File: config.mk
export PLATFORM = sky130hd
export DESIGN_NAME = dc_sum_tracker
export DESIGN_NICKNAME = d
export VERILOG_FILES = /design/src/rtl/line_code_pkg.sv /design/src/rtl/dc_sum_tracker.sv
export SDC_FILE = /design/constraint.sdc
export NUM_CORES = 1
export LEC_CHECK = 0
export BUFFER_PORTS_ARGS = -buffer_cell sky130_fd_sc_hd__buf_2
export CAP_MARGIN = 25
export CORE_AREA = 4 4 41 43
export CTS_CLUSTER_SIZE = 16
export DETAILED_ROUTE_END_ITERATION = 10
export DIE_AREA = 0 0 45 47
export GPL_TIMING_DRIVEN = 0
export PLACE_DENSITY = 0.35
export SLEW_MARGIN = 20
export SYNTH_ARGS = -nofsm -noshare
export SYNTH_HDL_FRONTEND = slang
export SYNTH_SLANG_ARGS = --single-unit
File: constraint.sdc
create_clock -name clk_i -period 0.9 [get_ports clk_i]
set_input_delay 0.045 -clock clk_i [delete_from_list [all_inputs] [get_ports clk_i]]
set_output_delay 0.045 -clock clk_i [all_outputs]
set_load 0.05 [all_outputs]
File: src/rtl/line_code_pkg.sv
package line_code_pkg;
  typedef enum logic [1:0] {
    SUM_ZERO = 2'b00,
    SUM_POS  = 2'b01,
    SUM_NEG  = 2'b10
  } dc_sum_e;
endpackage

File: src/rtl/dc_sum_tracker.sv
module dc_sum_tracker
  import line_code_pkg::*;
(
  input  logic clk_i,
  input  logic rst_ni,
  input  logic valid_i,
  input  logic sym_n_i,
  input  logic sym_p_i,
  output logic err_hi_o,
  output logic err_lo_o
);
  dc_sum_e sum_q, sum_d;
  logic    hi_hit, lo_hit;

  always_comb begin
    sum_d  = sum_q;
    hi_hit = 1'b0;
    lo_hit = 1'b0;
    if (valid_i && sym_p_i) begin
      unique case (sum_q)
        SUM_NEG:  sum_d = SUM_ZERO;
        SUM_ZERO: sum_d = SUM_POS;
        default:  hi_hit = 1'b1; // saturate at +1
      endcase
    end else if (valid_i && sym_n_i) begin
      unique case (sum_q)
        SUM_POS:  sum_d = SUM_ZERO;
        SUM_ZERO: sum_d = SUM_NEG;
        default:  lo_hit = 1'b1; // saturate at -1
      endcase
    end
  end

  always_ff @(posedge clk_i or negedge rst_ni) begin
    if (!rst_ni) begin
      sum_q    <= SUM_ZERO;
      err_hi_o <= 1'b0;
      err_lo_o <= 1'b0;
    end else begin
      sum_q <= sum_d;
      if (hi_hit) err_hi_o <= 1'b1;
      if (lo_hit) err_lo_o <= 1'b1;
    end
  end

  a_r3_hi_flag: assert property (@(posedge clk_i) disable iff (!rst_ni)
    (valid_i && sym_p_i && sum_q == SUM_POS) |=> (err_hi_o && sum_q == SUM_POS));
  a_r4_lo_flag: assert property (@(posedge clk_i) disable iff (!rst_ni)
    (valid_i && sym_n_i && sum_q == SUM_NEG) |=> (err_lo_o && sum_q == SUM_NEG));
  a_r9_sum_hold: assert property (@(posedge clk_i) disable iff (!rst_ni)
    !valid_i |=> $stable(sum_q));
  a_r8_dc_sticky: assert property (@(posedge clk_i) disable iff (!rst_ni)
    (err_hi_o || err_lo_o) |=> (err_hi_o || err_lo_o));
endmodule

; After elaboration in Yosys (flattened, before gate mapping)
; Index checks and enable logic that the tools add are counted.
[totals]
ff_bits = 4
output_inout_bits = 2
word_cells = 23
[classes]
eq_ne = 3
mux = 9
n_reduce_logical = 8
[ops]
columns = operator, n
row1 = 2-bit case mux with 2 select lines, 2
row2 = 1-bit two-way mux, 5
row3 = 2-bit two-way mux, 2
row4 = 2-bit OR reduction, 2
row5 = 3-bit by 1-bit inequality test with 1-bit output (second input constant), 1
row6 = 3-bit AND reduction, 1
row7 = 3-bit nonzero test, 1
row8 = 2-bit by 1-bit == test with 1-bit output (second input constant), 1
row9 = 2-bit == test (second input constant), 1
row10 = 1-bit logical AND, 2
row11 = 2-bit logical NOT, 1
row12 = 2-bit nonzero test, 1

; Longest topological paths before layout
; Gate-level depths: netlist of the first run.
[logic_depth]
word_depth = 5
depth_mapped = 2

; Worst setup path after synthesis of the first run
; Ideal clock, no wire load.
[synth_timing]
path_type = register -> register
from = register, netlist name err_lo_o
to = register err_lo_o
setup_ns = 0.121
t_arrival_ns = 0.807
setup_slack_ns = -0.027
path_stages_with_launch = 2
path_buffers = 0
period_less_slack_ns = 0.927
cell_sequence = dfrtp_1 a41o_1
[synth_rtl]
columns = element, line
row1 = end signal: assignment, dc_sum_tracker.sv:38  ; err_lo_o <= 1'b0;
row2 = end signal: assignment, dc_sum_tracker.sv:42  ; if (lo_hit) err_lo_o <= 1'b1;
row3 = end: declaration, dc_sum_tracker.sv:10  ; output logic err_lo_o

; Worst setup path after layout of the first run
[layout_timing]
from = register err_hi_o
to = output err_hi_o
[layout_rtl]
columns = element, line
row1 = start: declaration, dc_sum_tracker.sv:9  ; output logic err_hi_o,
row2 = start signal: assignment, dc_sum_tracker.sv:37  ; err_hi_o <= 1'b0;
row3 = start signal: assignment, dc_sum_tracker.sv:41  ; if (hi_hit) err_hi_o <= 1'b1;
; No word-level cell between the ends.

==> results of run 1 <==
==> report_power, final <==
group          total (mW)  leakage, nW  internal (mW)  switching (mW)
combinational       0.198       0.0594          0.105          0.0931
clock               0.222       0.0138          0.149          0.0731
sequential          0.275       0.0405          0.239          0.0362
total               0.696        0.114          0.493           0.202
==> state kept, by name (all words and copies together) (netlist names) <==
register / count
err_hi_o: 1
err_lo_o: 1
sum_q: 2
==> cell families (layout without fill, tap and decap cells) <==
family / count (synthesis) / in the layout / share of synthesized area (%)
AOI/OAI and AO/OA: 4 / 4 / 22.7
buffers and inverters: 1 / 12 / 2.34
DFF: 4 / 4 / 62.5
and+or+nand+nor: 3 / 3 / 12.5
==> routing by layer <==
layer	track usage, %	up-vias
met5	0	-
met4	3.51	0
met3	7.28	0
met2	4.52	10
met1	5.72	63
li1	-	68
==> what timing repair did <==
item / in CTS / in global routing
resized for setup: 1 / 2
pin swaps: 0 / 0
setup buffers: 0 / 1
setup endpoints to repair: 1 / 2
hold buffers: 1 / 0
endpoints found under the hold margin: 4 / 0
==> Yosys cell counts <==
cell type | count | share of area, %
nand2_1 | 1 | 2.3
a31o_1 | 1 | 5.5
o2bb2ai_1 | 1 | 5.5
a41o_1 | 1 | 6.3
o22a_1 | 1 | 5.5
nand3b_1 | 1 | 4.7
inv_1 | 1 | 2.3
dfrtp_1 | 4 | 63
and3b_1 | 1 | 5.5
==> layout make-up <==
class,instances,area [sq um],area share (%)
clock buffers,3,22.5,8.78
inverters,1,3.75,1.46
multi-input cells,7,56.3,22.0
flip-flops and latches,4,103,40.0
well taps,15,18.8,7.32
repair buffers,8,52.6,20.5
==> metrics by stage <==
step           cell area, sq um  hold WS (ns)  instances
6_report                    256        0.0764         38
5_1_grt                     256        0.0624         38
4_1_cts                     246        0.0724         37
3_5_place_dp                211        -0.140         33
3_3_place_gp                211        -0.142         33
2_1_floorplan               163        -0.251         12
==> layout by cell type (no fill, tap or decap) <==
cell	netlist	final
buf_2	0	4
clkbuf_4	0	3
buf_4	0	3
dfrtp_2	0	2
dfrtp_1	4	2
nand3b_1	1	1
nand2_1	1	1
o2bb2ai_1	1	1
a31o_1	1	1
inv_1	1	1
a41o_1	1	1
and3b_1	1	1
o22a_1	1	1
dlygate4sd3_1	0	1
==> how the worst max path moves through the flow <==
stage / slack, ns / end / from / cells past startpoint
2_1_floorplan: 0.06 / err_lo_o$_DFFE_PN0P_ / err_lo_o$_DFFE_PN0P_ / 1
3_3_place_gp: 0.05 / sum_q[1]$_DFFE_PN0P_ / sum_q[0]$_DFFE_PN0P_ / 2
3_5_place_dp: 0.05 / sum_q[1]$_DFFE_PN0P_ / sum_q[0]$_DFFE_PN0P_ / 2
4_1_cts: 0.01 / err_lo_o / err_lo_o$_DFFE_PN0P_ / 1
5_1_grt: 0.007 / err_hi_o / err_hi_o$_DFFE_PN0P_ / 1
6_report: 0.04 / err_hi_o / err_hi_o$_DFFE_PN0P_ / 1
==> reports/metrics.csv, run 1 <==
stage,metric,value,unit
sta,setup_violations,0,
flow_run,cap_violations,0,
sta,hold_viol_final,0,
final_layout,syn_to_final_growth,60.2,%
logic_synthesis,ys_ff_latch,4,
sta,skew,0.00646,ns
final_layout,diodes,0,
sta,slew_headroom,90.2,%
cts,cts_tree,done,
logic_synthesis,yosysUniqueCellTypes,9,
sta,post-route-period-util,95.9,%
sta,drv_slew,0,
global_route,grt_max_degree,6,
final_layout,nets,30,
worst_setup_path,crit_required,0.85,ns
logic_synthesis,syn_area,160,sq um
drt,vias,141,
sta,layout_min_cycle_time,0.863,ns
worst_setup_path,end_kind,primary output,
drt,wl_per_cell,10.3,um
sta,rsz0062_at_grt,false,
cts,clockBufferDepth,2,
place,place.gp.congestion,0.613,
die,start_util,12.3,%
power,pwr_density_cell,2710,nW/um^2
die,die_h,47,um
worst_setup_path,worstSetupPathType,reg -> out,
place,port_buffers,6,
drt,routed.top_layer,met3,
global_route,grt_usage,5.23,%
worst_hold_path,holdCritPathClass,in -> reg,
logic_synthesis,synth_warnings,0,
global_route,grt_overflow,0,
global_route,grt_pass1_wl,641,um
cts,numCtsBuffers,3,
worst_setup_path,crit_arrival,0.82,ns
logic_synthesis,syn_nets,17,
worst_setup_path,critPathMaxFanout,2,
die,core,1300,sq um
drt,m1WireLength,194,um
run_status,status,"complete, no violations",
worst_setup_path,start_kind,flip-flop,
global_route,antenna_found_initial,0,
logic_synthesis,postSynthAreaPerCell,13.3,sq um
logic_synthesis,ys_seq_area_share,62.5,%
final_layout,final_util,19.7,%
place,dp_slack,0.0460,ns
drt,wl_met2,127,um
worst_setup_path,cp_num_buf_inv,1,
drt,post-route-drc-count,0,
drt,dr.first_iter.drc_count,2,
die,die_area,2120,sq um
drt,wl_met3,69,um
cts,insertion_delay,0.24,ns
final_layout,drive_above_1_share,52.2,%
sta,tns,0,ns
worst_hold_path,hold_path_depth,2,
die,num_rows,13,
cts,clk_pin_slew,0.04,ns
power,leakagePower,0.114,nW
die,die-width,45,um
worst_setup_path,r2r_slack,0.06,ns
sta,finalWorstSetupSlack,0.0371,ns
worst_hold_path,min_from,sym_p_i,
worst_setup_path,slowest_stage,dfrtp_2,
cts,htreeDepth,1,
worst_setup_path,slowest_delay,0.39,ns
sta,max_freq,1.16,GHz
power,design_power_total,0.696,mW
drt,ant_nets,0,
worst_setup_path,reg2reg_from,sum_q[0]$_DFFE_PN0P_,
worst_setup_path,cp_cell_sequence,buf_4,
worst_setup_path,r2r_cells,2,
place,dp_hpwl,291,um
sta,worstMarginPinSlew,0.148,ns
cts,cts_root_buf,clkbuf_4,
die,ios,7,
drt,drt_wl_total,392,um
logic_synthesis,netlist_instances,12,
worst_hold_path,min_to,err_hi_o$_DFFE_PN0P_,
global_route,grt_pass1_vias,142,
final_layout,n_fill_cell,151,
drt,dr.pass1.iters,2,
worst_setup_path,cp_top_family,flip-flops,
cts,cts_num_sinks,4,
worst_setup_path,r2r-end,sum_q[1]$_DFFE_PN0P_,
drt,via_per_inst,3.71,
power,peakVddDrop,1.02,mV
Power figures use the tool's default switching activity.
==> inputs of run 2 (changes only) <==
--- a/config.mk
+++ b/config.mk
@@ -11,6 +11,7 @@
 export CTS_CLUSTER_SIZE = 16
 export DETAILED_ROUTE_END_ITERATION = 10
 export DIE_AREA = 0 0 45 47
+export GPL_ROUTABILITY_DRIVEN = 0
 export GPL_TIMING_DRIVEN = 0
 export PLACE_DENSITY = 0.35
 export SLEW_MARGIN = 20
==> constraint.sdc (replaced) <==
create_clock -name clk_i -period 0.9 [get_ports clk_i]
set_input_delay 0.09 -clock clk_i [delete_from_list [all_inputs] [get_ports clk_i]]
set_output_delay 0.09 -clock clk_i [all_outputs]
set_load 0.05 [all_outputs]
==> reports/metrics.csv, run 2 (synthesis gave the netlist of run 1 again) <==
stage,metric,value,unit,change
run_status,status,"complete, no violations",,unchanged
worst_hold_path,holdCritPathClass,in -> reg,,unchanged
die,start_util,12.3,%,unchanged
global_route,grt_usage,5.70,%,was 5.23%
die,core,1300,sq um,unchanged
power,peakVddDrop,1.02,mV,about the same
die,die_h,47,um,unchanged
worst_setup_path,end_kind,primary output,,unchanged
cts,clockBufferDepth,2,,unchanged
die,die-width,45,um,unchanged
drt,wl_per_cell,11.6,um,was 10.3 um
worst_setup_path,cp_num_buf_inv,1,,unchanged
drt,post-route-drc-count,0,,unchanged
place,dp_hpwl,291,um,unchanged
cts,cts_num_sinks,4,,unchanged
die,num_rows,13,,unchanged
worst_setup_path,critPathMaxFanout,2,,unchanged
worst_setup_path,cp_top_family,flip-flops,,unchanged
worst_setup_path,r2r_slack,0.06,ns,about the same
final_layout,syn_to_final_growth,64.8,%,was 60.2%
global_route,antenna_found_initial,0,,unchanged
sta,max_freq,1.13,GHz,was 1.16 GHz
worst_setup_path,cp_cell_sequence,buf_6,,was buf_4
flow_run,cap_violations,0,,unchanged
final_layout,top_register,sum_q,,unchanged
sta,hold_viol_final,0,,unchanged
cts,clk_pin_slew,0.04,ns,about the same
drt,vias,142,,was 141
power,design_power_total,0.712,mW,was 0.696 mW
sta,post-route-period-util,98.1,%,was 95.9%
sta,worstMarginPinSlew,0.125,ns,was 0.148 ns
final_layout,final_common_cell,buf_2,,unchanged
power,pwr_density_cell,2700,nW/um^2,was 2710 nW/um^2
die,die_area,2120,sq um,unchanged
place,port_buffers,6,,unchanged
place,placed_area,211,sq um,unchanged
sta,rsz0062_at_grt,true,,was false
cts,cts_tree,done,,unchanged
worst_setup_path,crit_arrival,0.79,ns,was 0.82 ns
drt,dr.first_iter.drc_count,6,,was 2
final_layout,diodes,0,,unchanged
drt,via_per_inst,3.74,,was 3.71
global_route,grt_pass1_vias,160,,was 142
cts,insertion_delay,0.24,ns,about the same
cts,cts_root_buf,clkbuf_4,,unchanged
cts,htreeDepth,1,,unchanged
sta,layout_min_cycle_time,0.883,ns,was 0.863 ns
final_layout,nets,30,,unchanged
final_layout,final_util,20.3,%,was 19.7%
global_route,grt_pass1_wl,717,um,was 641 um
worst_setup_path,start_kind,flip-flop,,unchanged
sta,slew_headroom,91.7,%,was 90.2%
sta,drv_slew,0,,unchanged
cts,numCtsBuffers,3,,unchanged
global_route,grt_max_degree,6,,unchanged
final_layout,final_area,264,sq um,was 256 sq um
worst_setup_path,slowest_stage,dfrtp_2,,unchanged
final_layout,drive_above_1_share,52.2,%,unchanged
sta,setup_violations,0,,unchanged
final_layout,final_cell_mix,"buf_2 (4), clkbuf_4 (3), dfrtp_2 (2), buf_6 (2), dfrtp_1 (2)",,"was buf_2 (4), clkbuf_4 (3), buf_4 (3), dfrtp_2 (2), dfrtp_1 (2)"
sta,skew,0.00760,ns,was 0.00646 ns
drt,drt_wl_total,442,um,was 392 um
die,ios,7,,unchanged
drt,dr.pass1.iters,2,,unchanged
final_layout,largest_reg_flops,2,,unchanged
sta,tns,0,ns,unchanged
final_layout,reg_top3,"sum_q x2, err_hi_o x1, err_lo_o x1",,unchanged
worst_setup_path,slowest_delay,0.40,ns,was 0.39 ns
global_route,grt_overflow,0,,unchanged
worst_setup_path,worstSetupPathType,reg -> out,,unchanged
worst_setup_path,crit_required,0.81,ns,was 0.85 ns
drt,ant_nets,0,,unchanged
power,leakagePower,0.117,nW,was 0.114 nW
==> run 2: report_power, final <==
part / leakage [nW] / switching (mW) / internal (mW)
Sequential: 0.0405 / 0.0421 / 0.239
Combinational: 0.0629 / 0.0943 / 0.111
Clock: 0.0138 / 0.0758 / 0.149
Total: 0.117 / 0.212 / 0.500
==> run 2: routing by layer <==
layer  GRT usage [%]  wire (um)  up-vias
met5               0          0        -
met4            3.51          0        0
met3            7.66         75        0
met2            6.21        161       10
met1            5.49        205       64
li1                -          -       68
==> run 2: area by class of cell <==
type | count | area, sq um
Clock buffer | 3 | 22.5
Fill cell | 151 | 1040
Inverter | 1 | 3.75
Multi-Input combinational cell | 7 | 56.3
Sequential cell | 4 | 103
Tap cell | 15 | 18.8
Timing Repair Buffer | 8 | 60.1
==> run 2: final timing paths <==
check	start	to	cells after the start
setup / recovery	err_hi_o$_DFFE_PN0P_	err_hi_o	1
hold / removal	sym_p_i	err_hi_o$_DFFE_PN0P_	2
setup reg to reg	sum_q[0]$_DFFE_PN0P_	sum_q[1]$_DFFE_PN0P_	2
hold reg to reg	sum_q[1]$_DFFE_PN0P_	sum_q[0]$_DFFE_PN0P_	1
max in group asynchronous	rst_ni	err_lo_o$_DFFE_PN0P_	2
min in group asynchronous	rst_ni	sum_q[0]$_DFFE_PN0P_	2
==> run 2: worst register-to-register path: cells and delay by family (launching register included) <==
family,cells,cell delay (ns)
AO/OA/AOI/OAI,1,0.21
buffers and inverters,1,0.14
flip-flops,1,0.37
==> run 2: what timing repair did <==
action | 4_1_cts | 5_1_grt
hold buffers | 1 | 0
endpoints found under the setup margin | 2 | 3
resized for setup | 4 | 0
hold endpoints to repair | 4 | 0
buffers inserted | 0 | 1
==> run 2: stage by stage <==
| stage | cells | hold slack, ns | worst slack, ns |
|---|---|---|---|
| 6_report | 38 | 0.119 | 0.0170 |
| 3_5_place_dp | 33 | -0.0950 | 0.0460 |
| 4_1_cts | 37 | 0.117 | 0.00704 |
| 5_1_grt | 38 | 0.107 | -0.0109 |
| 3_3_place_gp | 33 | -0.0967 | 0.0530 |
| 2_1_floorplan | 12 | -0.206 | 0.0592 |
==> inputs of run 3 (changes only) <==
--- a/config.mk
+++ b/config.mk
@@ -13,7 +13,7 @@
 export DIE_AREA = 0 0 45 47
 export GPL_ROUTABILITY_DRIVEN = 0
 export GPL_TIMING_DRIVEN = 0
-export PLACE_DENSITY = 0.35
+export PLACE_DENSITY = 0.36
 export SLEW_MARGIN = 20
 export SYNTH_ARGS = -nofsm -noshare
 export SYNTH_HDL_FRONTEND = slang
==> constraint.sdc (replaced) <==
create_clock -name clk_i -period 0.8 [get_ports clk_i]
set_input_delay 0.08 -clock clk_i [delete_from_list [all_inputs] [get_ports clk_i]]
set_output_delay 0.08 -clock clk_i [all_outputs]
set_load 0.05 [all_outputs]
==> reports/metrics.csv, run 3 (synthesis gave the netlist of run 1 again) <==
stage,metric,value,unit,change
run_status,status,finished with violations,,"was complete, no violations"
run_status,failed_checks,negative setup slack,,
cts,cts_tree,done,,unchanged
die,ios,7,,unchanged
global_route,grt_pass1_vias,144,,was 160
sta,layout_min_cycle_time,0.865,ns,
cts,clockBufferDepth,2,,unchanged
global_route,grt_pass1_wl,607,um,was 717 um
power,seq_power_share,43.2,%,was 39.5%
power,p_switching,0.217,mW,was 0.212 mW
final_layout,diodes,0,,unchanged
cts,insertion_delay,0.23,ns,was 0.24 ns
worst_setup_path,cp_top_family,flip-flops,,unchanged
worst_setup_path,worstSetupPathType,reg -> out,,unchanged
worst_hold_path,min_from,sym_p_i,,unchanged
worst_setup_path,reg2reg_from,sum_q[0]$_DFFE_PN0P_,,unchanged
final_layout,reg_top3,"sum_q x2, err_hi_o x1, err_lo_o x1",,unchanged
worst_hold_path,min_to,err_hi_o$_DFFE_PN0P_,,unchanged
die,die_area,2120,sq um,unchanged
die,core,1300,sq um,unchanged
drt,dr.first_iter.drc_count,2,,was 6
die,num_rows,13,,unchanged
worst_setup_path,crit_arrival,0.78,ns,was 0.79 ns
drt,ant_nets,0,,unchanged
final_layout,final_cell_mix,"buf_2 (4), clkbuf_4 (3), dfrtp_2 (2), buf_6 (2), dfrtp_1 (2)",,unchanged
power,design_power_total,0.750,mW,was 0.712 mW
worst_hold_path,holdCritPathClass,in -> reg,,unchanged
worst_setup_path,slowest_delay,0.40,ns,about the same
global_route,antenna_found_initial,0,,unchanged
place,port_buffers,6,,unchanged
cts,cts_setup_buffers,0,,unchanged
final_layout,syn_to_final_growth,60.2,%,was 64.8%
global_route,grt_usage,5.07,%,was 5.70%
sta,tns,-0.165,ns,was 0 ns
power,clkPwrFrac,32.8,%,was 31.6%
die,start_util,12.3,%,unchanged
sta,slew_headroom,92.3,%,was 91.7%
drt,m1WireLength,181,um,was 205 um
worst_setup_path,cp_cell_sequence,buf_6,,unchanged
drt,routed.top_layer,met3,,unchanged
worst_hold_path,hold_path_depth,2,,unchanged
global_route,grt_overflow,0,,unchanged
power,peakVddDrop,0.893,mV,was 1.02 mV
worst_setup_path,r2r_slack,-0.04,ns,was 0.06 ns
sta,hold_viol_final,0,,unchanged
drt,wl_met3,77,um,was 75 um
global_route,grt_max_degree,6,,unchanged
final_layout,final_util,19.7,%,was 20.3%
drt,drt_wl_total,383,um,was 442 um
sta,worstMarginPinSlew,0.115,ns,was 0.125 ns
sta,skew,0.00615,ns,was 0.00760 ns
power,power_frac_comb,24.0,%,was 28.9%
worst_setup_path,critPathMaxFanout,2,,unchanged
die,die_h,47,um,unchanged
cts,htreeDepth,1,,unchanged
drt,wl_per_cell,10.4,um,was 11.6 um
cts,cts_num_sinks,4,,unchanged
flow_run,cap_violations,0,,unchanged
worst_setup_path,r2r-end,sum_q[1]$_DFFE_PN0P_,,unchanged
final_layout,final_common_cell,buf_2,,unchanged
sta,rsz0062_at_grt,true,,unchanged
cts,numCtsBuffers,3,,unchanged
die,die-width,45,um,unchanged
sta,setup_violations,3,,was 0
sta,drv_slew,0,,unchanged
drt,vias,138,,was 142
cts,cts_root_buf,clkbuf_4,,unchanged
final_layout,largest_reg_flops,2,,unchanged
final_layout,drive_above_1_share,50.0,%,was 52.2%
worst_setup_path,end_kind,primary output,,unchanged
power,pwr_density_cell,2930,nW/um^2,was 2700 nW/um^2
worst_setup_path,r2r_cells,2,,unchanged
sta,post-route-period-util,108,%,
cts,clk_pin_slew,0.04,ns,about the same
worst_setup_path,start_kind,flip-flop,,unchanged
sta,hold_slack,0.123,ns,was 0.119 ns
final_layout,nets,29,,was 30
worst_setup_path,crit_required,0.72,ns,was 0.81 ns
sta,finalWorstSetupSlack,-0.0645,ns,was 0.0170 ns
drt,via_per_inst,3.73,,was 3.74
drt,dr.pass1.iters,2,,unchanged
power,switching_share,28.9,%,was 29.8%
drt,wl_met2,124,um,was 161 um
power,p_int,0.533,mW,was 0.500 mW
drt,post-route-drc-count,0,,unchanged
power,leakagePower,0.112,nW,was 0.117 nW
worst_setup_path,slowest_stage,dfrtp_2,,unchanged
worst_setup_path,cp_num_buf_inv,1,,unchanged
sta,max_freq,1.16,GHz,
final_layout,top_register,sum_q,,unchanged
==> run 3: layer usage <==
metal	global-route usage, %	vias to the layer above
li1	-	67
met4	3.51	0
met1	5.28	62
met3	8.05	0
met5	0	-
met2	3.95	9
==> run 3: power by group through the flow <==
stage               registers, mW  logic [mW]  clock network (mW)
global placement            0.326       0.160                   0
floorplan                   0.356      0.0760                   0
global route                0.337       0.196               0.298
detailed placement          0.327       0.161                   0
CTS                         0.327       0.181               0.263
finish                      0.324       0.180               0.246
==> run 3: worst max-delay path by stage <==
stage	startpoint	end	slack, ns	cells after the start
floorplan	err_lo_o$_DFFE_PN0P_	err_lo_o$_DFFE_PN0P_	-0.04	1
global placement	sum_q[0]$_DFFE_PN0P_	sum_q[1]$_DFFE_PN0P_	-0.05	2
detailed placement	sum_q[0]$_DFFE_PN0P_	sum_q[1]$_DFFE_PN0P_	-0.06	2
CTS	err_hi_o$_DFFE_PN0P_	err_hi_o	-0.08	1
global route	err_lo_o$_DFFE_PN0P_	err_lo_o	-0.10	1
finish	err_hi_o$_DFFE_PN0P_	err_hi_o	-0.06	1
==> run 3: timing repair <==
item / in CTS / in global routing
resized for setup: 4 / 0
hold endpoints to repair: 4 / 0
hold buffers: 1 / 0
endpoints found under the setup margin: 3 / 4
pin swaps: 1 / 0
==> run 3: final cells by class <==
class | count | area [sq um]
fill | 153 | 1040
sequential | 4 | 103
multi-input combinational | 7 | 56.3
timing repair buffer | 7 | 52.6
clock buffer | 3 | 22.5
tap | 15 | 18.8
inverter | 1 | 3.75
==> run 3: stage by stage <==
step	instances	setup WS, ns	cell area [sq um]
2_1_floorplan	12	-0.0408	163
3_3_place_gp	33	-0.0527	211
3_5_place_dp	33	-0.0560	211
4_1_cts	37	-0.0805	256
5_1_grt	37	-0.102	256
6_report	37	-0.0645	256
